==> config.mk <==
export PLATFORM = sky130hd
export DESIGN_NAME = bus_steer
export DESIGN_NICKNAME = d
export VERILOG_FILES = /design/src/rtl/steer_pkg.sv /design/src/rtl/dir_buf.sv /design/src/rtl/addr_latch.sv /design/src/rtl/cmd_steer.sv /design/src/rtl/bus_steer.sv
export SDC_FILE = /design/constraint.sdc
export NUM_CORES = 1
export LEC_CHECK = 0
export ABC_AREA = 0
export CORE_AREA = 2 2 39 41
export DETAILED_ROUTE_END_ITERATION = 7
export DIE_AREA = 0 0 41 43
export DONT_BUFFER_PORTS = 1
export MAX_ROUTING_LAYER = met4
export SYNTH_ARGS = -nofsm -noshare
export SYNTH_HDL_FRONTEND = slang
export SYNTH_SLANG_ARGS = --single-unit
==> constraint.sdc <==
create_clock -name clk -period 2.02 [get_ports clk]
set_clock_uncertainty 0.1 [all_clocks]
set_input_delay 0.202 -clock clk [delete_from_list [all_inputs] [get_ports clk]]
set_output_delay 0.202 -clock clk [all_outputs]
set_load 0.02 [all_outputs]
==> src/rtl/steer_pkg.sv <==
package steer_pkg;
  localparam int CMD_N    = 4;
  localparam int CMD_MEMR = 0;
  localparam int CMD_MEMW = 1;
  localparam int CMD_IOR  = 2;
  localparam int CMD_IOW  = 3;
  localparam int S8_RD    = 0;
  localparam int S8_WR    = 1;
endpackage

==> src/rtl/dir_buf.sv <==
// One-way-at-a-time buffer between an A side and a B side.
module dir_buf #(
  parameter int W = 4,
  parameter logic REL = 1'b0
) (
  input  logic         a_to_b,
  input  logic [W-1:0] a_i,
  input  logic [W-1:0] b_i,
  output logic [W-1:0] a_o,
  output logic [W-1:0] a_oe,
  output logic [W-1:0] b_o,
  output logic [W-1:0] b_oe
);
  for (genvar g = 0; g < W; g++) begin : g_bit
    always_comb begin
      b_oe[g] = a_to_b;
      a_oe[g] = ~a_to_b;
      b_o[g]  = a_to_b ? a_i[g] : REL;
      a_o[g]  = a_to_b ? REL : b_i[g];
    end
  end
endmodule

==> src/rtl/addr_latch.sv <==
// Clocked model of a transparent-high latch: bypass while open, hold when shut.
module addr_latch #(
  parameter int W = 5
) (
  input  logic         clk,
  input  logic         rst_n,
  input  logic         open_i,
  input  logic [W-1:0] d,
  output logic [W-1:0] q
);
  logic [W-1:0] held;

  always_ff @(posedge clk or negedge rst_n) begin
    if (!rst_n)      held <= '0;
    else if (open_i) held <= d;
  end

  assign q = open_i ? d : held;
endmodule

==> src/rtl/cmd_steer.sv <==
// Command strobe turnaround, narrow-slot memory strobes and refresh takeover.
module cmd_steer
  import steer_pkg::*;
(
  input  logic             cmd_dir,
  input  logic [CMD_N-1:0] cpu_cmd_i,
  input  logic [CMD_N-1:0] int_cmd_i,
  input  logic             s8_en_n,
  input  logic             rfc_n,
  input  logic             rf_memr_n,
  output logic [CMD_N-1:0] cpu_cmd_o,
  output logic [CMD_N-1:0] cpu_cmd_oe,
  output logic [CMD_N-1:0] int_cmd_o,
  output logic [CMD_N-1:0] int_cmd_oe,
  output logic             s8_memw_n_o,
  output logic             s8_memr_n_o,
  output logic [1:0]       s8_oe
);
  logic [CMD_N-1:0] c_o, c_oe, i_o, i_oe;
  logic             memr_src, memw_src;

  dir_buf #(.W(CMD_N), .REL(1'b1)) u_buf (
    .a_to_b (cmd_dir),
    .a_i    (cpu_cmd_i),
    .b_i    (int_cmd_i),
    .a_o    (c_o),
    .a_oe   (c_oe),
    .b_o    (i_o),
    .b_oe   (i_oe)
  );

  always_comb begin
    memr_src = cmd_dir ? cpu_cmd_i[CMD_MEMR] : int_cmd_i[CMD_MEMR];
    memw_src = cmd_dir ? cpu_cmd_i[CMD_MEMW] : int_cmd_i[CMD_MEMW];

    cpu_cmd_o  = c_o;
    cpu_cmd_oe = c_oe;
    int_cmd_o  = i_o;
    int_cmd_oe = i_oe;
    if (!rfc_n) begin
      cpu_cmd_o[CMD_MEMR]  = rf_memr_n;
      cpu_cmd_oe[CMD_MEMR] = 1'b1;
      int_cmd_o[CMD_MEMR]  = rf_memr_n;
      int_cmd_oe[CMD_MEMR] = 1'b1;
    end

    s8_oe[S8_WR] = ~s8_en_n;
    s8_oe[S8_RD] = ~s8_en_n | ~rfc_n;
    s8_memw_n_o  = s8_en_n ? 1'b1 : memw_src;
    if (!rfc_n)        s8_memr_n_o = rf_memr_n;
    else if (!s8_en_n) s8_memr_n_o = memr_src;
    else               s8_memr_n_o = 1'b1;
  end
endmodule

==> src/rtl/bus_steer.sv <==
module bus_steer
  import steer_pkg::*;
#(
  parameter int HI_W = 7,
  parameter int LO_W = 3
) (
  input  logic             clk,
  input  logic             rst_n,
  input  logic             addr_dir,
  input  logic [HI_W-1:0]  cpu_addr_i,
  output logic [HI_W-1:0]  cpu_addr_o,
  output logic             cpu_addr_oe,
  input  logic [HI_W-1:0]  la_i,
  output logic [HI_W-1:0]  la_o,
  output logic             la_oe,
  input  logic             sa_en_n,
  input  logic             ale,
  input  logic             lat_en_n,
  input  logic             cpu_mio_i,
  input  logic             cpu_bhe_n_i,
  output logic [LO_W-1:0]  sa_o,
  output logic             sa_oe,
  output logic             buf_mio_o,
  output logic             buf_mio_oe,
  output logic             sys_bhe_n_o,
  output logic             sys_bhe_oe,
  input  logic             cmd_dir,
  input  logic [CMD_N-1:0] cpu_cmd_i,
  output logic [CMD_N-1:0] cpu_cmd_o,
  output logic [CMD_N-1:0] cpu_cmd_oe,
  input  logic [CMD_N-1:0] int_cmd_i,
  output logic [CMD_N-1:0] int_cmd_o,
  output logic [CMD_N-1:0] int_cmd_oe,
  input  logic             s8_en_n,
  output logic             s8_memw_n_o,
  output logic             s8_memr_n_o,
  output logic [1:0]       s8_oe,
  input  logic             rfc_n,
  input  logic             rf_memr_n
);
  localparam int LAT_W = LO_W + 2;

  logic [HI_W-1:0]  c_oe_v, l_oe_v;
  logic [LAT_W-1:0] lat_q;
  logic [LO_W-1:0]  lat_addr;
  logic             lat_mio, lat_bhe_n;

  dir_buf #(.W(HI_W), .REL(1'b0)) u_abuf (
    .a_to_b (addr_dir),
    .a_i    (cpu_addr_i),
    .b_i    (la_i),
    .a_o    (cpu_addr_o),
    .a_oe   (c_oe_v),
    .b_o    (la_o),
    .b_oe   (l_oe_v)
  );
  assign cpu_addr_oe = c_oe_v[0];
  assign la_oe       = l_oe_v[0];

  addr_latch #(.W(LAT_W)) u_lat (
    .clk    (clk),
    .rst_n  (rst_n),
    .open_i (ale),
    .d      ({cpu_addr_i[LO_W-1:0], cpu_mio_i, cpu_bhe_n_i}),
    .q      (lat_q)
  );
  assign {lat_addr, lat_mio, lat_bhe_n} = lat_q;

  always_comb begin
    if (!sa_en_n) begin
      sa_o  = cpu_addr_i[LO_W-1:0];
      sa_oe = 1'b1;
    end else if (!lat_en_n) begin
      sa_o  = lat_addr;
      sa_oe = 1'b1;
    end else begin
      sa_o  = '0;
      sa_oe = 1'b0;
    end
    buf_mio_oe  = ~lat_en_n;
    sys_bhe_oe  = ~lat_en_n;
    buf_mio_o   = lat_en_n ? 1'b0 : lat_mio;
    sys_bhe_n_o = lat_en_n ? 1'b0 : lat_bhe_n;
  end

  cmd_steer u_cmd (
    .cmd_dir     (cmd_dir),
    .cpu_cmd_i   (cpu_cmd_i),
    .int_cmd_i   (int_cmd_i),
    .s8_en_n     (s8_en_n),
    .rfc_n       (rfc_n),
    .rf_memr_n   (rf_memr_n),
    .cpu_cmd_o   (cpu_cmd_o),
    .cpu_cmd_oe  (cpu_cmd_oe),
    .int_cmd_o   (int_cmd_o),
    .int_cmd_oe  (int_cmd_oe),
    .s8_memw_n_o (s8_memw_n_o),
    .s8_memr_n_o (s8_memr_n_o),
    .s8_oe       (s8_oe)
  );
endmodule

==> flow_summary.toml, run 1 <==
[finish]
regMostFlops = "u_lat.held"
fin_cells = 81
largest_register_ffs = 5
reg_top3 = "u_lat.held: 5 flops"
stdcell_area_um2 = 528
final_nets = 100
area_growth_pct = -0.706
drive_gt1_share_pct = 20.0
num_antenna_cells = 0

[synth]
synth_common_cells = "7 x and2_1, 7 x buf_4, 7 x inv_1, 7 x nor2b_1"
ys_types = 24
synth-async-reset-ratio_pct = 100
synth-edff-count = 0
syn_area_um2 = 532
syn_nets = 102
ys_ff_latch = 5
synth_area_leaders = "dfrtp_1 24%, buf_4 9.9%, and2_1 8.2%"
yosysSeqAreaShare_pct = 23.5
yosys.area.top_type = "dfrtp_1"
yosys_most_used_dff = "dfrtp_1"
ys_warn_count = 0
avgSynthCellArea_um2 = 7.82
syn_inst = 68
synth_top_area_share_pct = 23.5

[placement]
port_buffers = 0
placed_area_um2 = 492
gp_congestion = 0.558
dp_cells = 76
dpl.hpwl_um = 968
place_ws_ns = 0.861

[clock_tree]
clk_path_buf_depth = 2
numCtsBuffers = 3
clk_pin_slew_worst_paths_ns = 0.04
cts-root-buf = "clkbuf_4"
cts_sinks = 5
cts_tree = "built"
clk_latency_ns = 0.24
htreeDepth = 1

[global_routing]
gr-total-overflow = 0
grt_pass1_vias = 351
antenna_found_initial = 0
track_usage_pct = 11.5
grt_pass1_wl_um = 1330
grt_max_degree = 15

[critical_path]
critPathLaunchType = "flip-flop"
required_ns = 1.72
cp_slowest_cell = "dfrtp_1"
worstPathArrival_ns = 1.08
crit_path_max_fanout = 2
cpPeakStageDelay_ns = 0.35
critPathKind = "reg2out"
cp_cell_sequence = "mux2_4 > and2_1"
crit_path_end_kind = "primary output"

[timing]
slew_viol_final = 0
hold_violations = 0
period_needed_ns = 1.39
relSlewSlack_pct = 64.5
fmax_ghz = 0.722
finalSetupViolCount = 0
min_period_over_period_pct = 68.6
setup_ws_ns = 0.635
worst_slew_pin_slew_ns = 0.530
fin_tns_setup_ns = 0
rsz0062_at_grt = "false"

[routing]
drt_iter0_markers = 3
vias_per_cell = 5.32
vias = 431
wl_um = 1080
wl_per_cell_um = 13.4
drtAntennaViolNets = 0
drc = 0
first_pass_iters = 2

[power_and_ir_drop]
p_leak_uw = 0.000253
power_density_nw_per_um2 = 665
max-vdd-ir-drop_mv = 0.299

[run_status]
status = "complete, no violations"

[floorplan]
die_x_um = 41
io_pins = 78
die_y_um = 43
rows = 14
die_area_um2 = 1760
start_util_pct = 38.4
core_um2 = 1380

[min_path]
worstHoldPathType = "in2reg"

[run]
maxCapViolCount = 0
layout make-up:
| class | instances | area (um^2) |
|---|---|---|
| inverters | 7 | 26.3 |
| clock buffers | 4 | 26.3 |
| multi-input cells | 47 | 313 |
| fillers | 146 | 856 |
| repair buffers | 2 | 17.5 |
| well taps | 16 | 20.0 |
| flip-flops and latches | 5 | 125 |
worst max-delay path: cells and delay by family, from the launching register on:
family        cells  cell delay [ns]
flops             1             0.35
mux               1             0.27
simple gates      1             0.22
final timing paths:
check                                        start                      end  slack (ns)  cells past startpoint
min reg2reg                u_lat.held[3]$_DFF_PN0_  u_lat.held[3]$_DFF_PN0_        0.38                      1
min in group asynchronous                    rst_n  u_lat.held[2]$_DFF_PN0_        0.15                      1
max reg2reg                u_lat.held[0]$_DFF_PN0_  u_lat.held[0]$_DFF_PN0_        1.18                      1
max in group asynchronous                    rst_n  u_lat.held[4]$_DFF_PN0_        1.49                      1
max                        u_lat.held[0]$_DFF_PN0_              sys_bhe_n_o        0.63                      2
min                                  cpu_addr_i[0]  u_lat.held[2]$_DFF_PN0_        0.02                      1
per-stage QoR:
| stage | total power, uW | hold WS [ns] | utilization (%) |
|---|---|---|---|
| floorplan | 251 | -0.194 | - |
| finish | 351 | 0.0152 | 38.2 |
| CTS | 360 | 0.00594 | 38.2 |
| detailed placement | 240 | -0.193 | 35.5 |
| global route | 377 | 0.00316 | 38.2 |
| global placement | 239 | -0.193 | 35.5 |
metal layers:
metal  vias to the layer above  track usage, %  share of wire (%)
li1                        204               -                  -
met1                       192            9.84                 31
met2                        35            18.8                 54
met3                         0            4.71                 14
met4                         0            8.00                  0
met5                         -               -                  0
layout by cell type (no fill, tap or decap):
master | netlist | routed
a21o_1 | 1 | 1
a21o_2 | 2 | 2
a31oi_1 | 3 | 3
a32o_1 | 1 | 1
and2_1 | 7 | 7
and2_2 | 2 | 2
and2b_1 | 1 | 1
buf_4 | 7 | 1
clkbuf_1 | 1 | 1
clkbuf_4 | 0 | 3
dfrtp_1 | 5 | 5
dlygate4sd3_1 | 0 | 1
inv_1 | 7 | 7
mux2_2 | 1 | 1
mux2_4 | 2 | 2
mux2i_1 | 1 | 1
nand2_1 | 4 | 4
nand2b_1 | 3 | 3
nor2_1 | 5 | 5
nor2b_1 | 7 | 7
o21ai_1 | 1 | 1
o22a_1 | 1 | 1
o22ai_1 | 2 | 2
or2_1 | 1 | 1
or2_2 | 2 | 2
power by group:
| group | switching (uW) | internal [uW] |
|---|---|---|
| sequential | 3.36 | 110 |
| combinational | 88.3 | 38.4 |
| clock | 36.7 | 74.4 |
| total | 128 | 223 |
logic make-up after synthesis:
| group | Yosys count | share of synthesized area, % |
|---|---|---|
| AOI/OAI and AO/OA | 11 | 15.1 |
| buffers and inverters | 16 | 17.6 |
| muxes | 4 | 9.65 |
| and+or+nand+nor | 32 | 34.1 |
| DFF | 5 | 23.5 |
timing repair:
action | CTS | global route
setup endpoints to repair | 0 | 0
setup buffers | 0 | 0
endpoints found under the hold margin | 5 | 0
gates resized for setup | 0 | 0
hold buffers | 1 | 0
(Power assumes the default switching activity.)
==> run 2, diff against run 1 <==
==> constraint.sdc (replaced) <==
create_clock -name clk -period 1.4 [get_ports clk]
set_clock_uncertainty 0.1 [all_clocks]
set_input_delay 0.14 -clock clk [delete_from_list [all_inputs] [get_ports clk]]
set_output_delay 0.14 -clock clk [all_outputs]
set_load 0.02 [all_outputs]
==> run 2 against run 1 <==
Net effect: the flow now finishes with violations (hold timing); die area is the same; utilization grew 1.8 points; combinational power grew 49%; critical path depth is the same; hold slack lost 0.051 ns.
==> flow_summary.toml, run 2 (synthesized netlist as in run 1, its figures left out) <==
[finish]
reg_top3 = "u_lat.held: 5 flops"
num_antenna_cells = 0
seq_area_um2 = 125
regMostFlops = "u_lat.held"
multiInputGateArea_um2 = 313
area_growth_pct = 4.00
fillers = 139
drive_gt1_share_pct = 22.1
largest_register_ffs = 5
final_nets = 103
utilization_pct = 40.0
final_cell_mix = "7 x inv_1, 7 x nor2b_1, 7 x and2_1"

[critical_path]
required_ns = 1.16
worstPathArrival_ns = 1.09
rr_startpoint = "u_lat.held[2]$_DFF_PN0_"
crit_path_end_kind = "primary output"
worstRegToRegCells = 1
cp_slowest_cell = "dfrtp_1"
critPathKind = "reg2out"
r2r_slack_ns = 0.54
cpPeakStageDelay_ns = 0.36
crit_path_max_fanout = 2
critPathLaunchType = "flip-flop"
worstReg2RegEnd = "u_lat.held[2]$_DFF_PN0_"
cp_cell_sequence = "mux2_4 > and2_1"

[routing]
wl_um = 1120
wl_per_cell_um = 13.3
first_pass_iters = 4
drc = 0
drt_iter0_markers = 3
vias_per_cell = 5.46
vias = 459
drtAntennaViolNets = 0

[power_and_ir_drop]
power_density_nw_per_um2 = 924
max-vdd-ir-drop_mv = 0.411
p_leak_uw = 0.000266
total_power_uw = 511

[floorplan]
core_um2 = 1380
start_util_pct = 38.4
die_x_um = 41
die_area_um2 = 1760
io_pins = 78
rows = 14
die_y_um = 43

[global_routing]
grt_max_degree = 15
antenna_found_initial = 0
grt_pass1_vias = 366
track_usage_pct = 12.7
grt_pass1_wl_um = 1460
gr-total-overflow = 0

[min_path]
worstHoldPathType = "in2reg"
hp-start = "cpu_bhe_n_i"
min_path_cells = 1
hold_path_end = "u_lat.held[0]$_DFF_PN0_"

[clock_tree]
clk_pin_slew_worst_paths_ns = 0.04
htreeDepth = 1
cts_tree = "built"
cts_hold_buf = 3
cts-root-buf = "clkbuf_4"
cts_sinks = 5
numCtsBuffers = 3
clk_latency_ns = 0.23
postCtsSetupRepairBufs = 0
clk_path_buf_depth = 2

[timing]
min_period_over_period_pct = 95.2
finalSetupViolCount = 0
worst_slew_pin_slew_ns = 0.517
rsz0062_at_grt = "false"
fin_tns_setup_ns = 0
hold_ws_ns = -0.0361
relSlewSlack_pct = 65.3
hold_violations = 3
period_needed_ns = 1.33
slew_viol_final = 0
fmax_ghz = 0.751

[placement]
port_buffers = 0
gp_congestion = 0.552
dpl.hpwl_um = 946

[run]
maxCapViolCount = 0

[run_status]
violations = "hold timing"
status = "finished, violations left"
[run 2: cell count changes in the layout (fill, tap and decap cells not counted)]
cell           change
buf_4              +2
dlygate4sd3_1      +1
[run 2: layer usage]
layer  wire length [um]  part of all wire, %  track usage (%)
met1                333                   30             10.3
met2                630                   57             21.3
met3                151                   14             5.76
met4                  0                    0             8.00
met5                  0                    0                -
[run 2: layout make-up]
class,count,area share (%)
sequential,5,22.6
multi-input combinational,47,56.6
timing repair buffer,5,7.69
tap,16,3.62
inverter,7,4.75
clock buffer,4,4.75
[run 2: worst max-delay path by stage]
stage | startpoint | end | slack, ns | depth (start not counted)
after global placement | u_lat.held[0]$_DFF_PN0_ | sys_bhe_n_o | 0.33 | 2
after floorplan | cmd_dir | cpu_cmd_o[0] | 0.21 | 4
after detailed placement | u_lat.held[1]$_DFF_PN0_ | buf_mio_o | 0.32 | 2
after global routing | u_lat.held[1]$_DFF_PN0_ | buf_mio_o | 0.03 | 2
after CTS | u_lat.held[0]$_DFF_PN0_ | u_lat.held[0]$_DFF_PN0_ | 0.008 | 2
final | u_lat.held[1]$_DFF_PN0_ | buf_mio_o | 0.07 | 2
[run 2: critical path: cells and delay by family, from the launching register on]
| kind | cells | cell delay (ns) |
|---|---|---|
| DFF | 1 | 0.36 |
| muxes | 1 | 0.27 |
| and+or+nand+nor | 1 | 0.23 |
[run 2: timing repair]
| action | 4_1_cts | 5_1_grt |
|---|---|---|
| resized for setup | 0 | 0 |
| setup endpoints to repair | 0 | 1 |
| endpoints found under the hold margin | 8 | 3 |
[run 2: per-stage QoR]
stage	area [um^2]	worst slack, ns	cells
6_report	553	0.0676	84
5_1_grt	553	0.0290	84
4_1_cts	563	0.00768	85
3_3_place_gp	507	0.332	78
3_5_place_dp	507	0.321	78
2_1_floorplan	532	0.214	68
[run 2: power breakdown]
group | internal, uW | switching, uW | total [uW]
logic | 60.9 | 128 | 189
registers | 159 | 5.81 | 165
clock network | 107 | 50.1 | 157
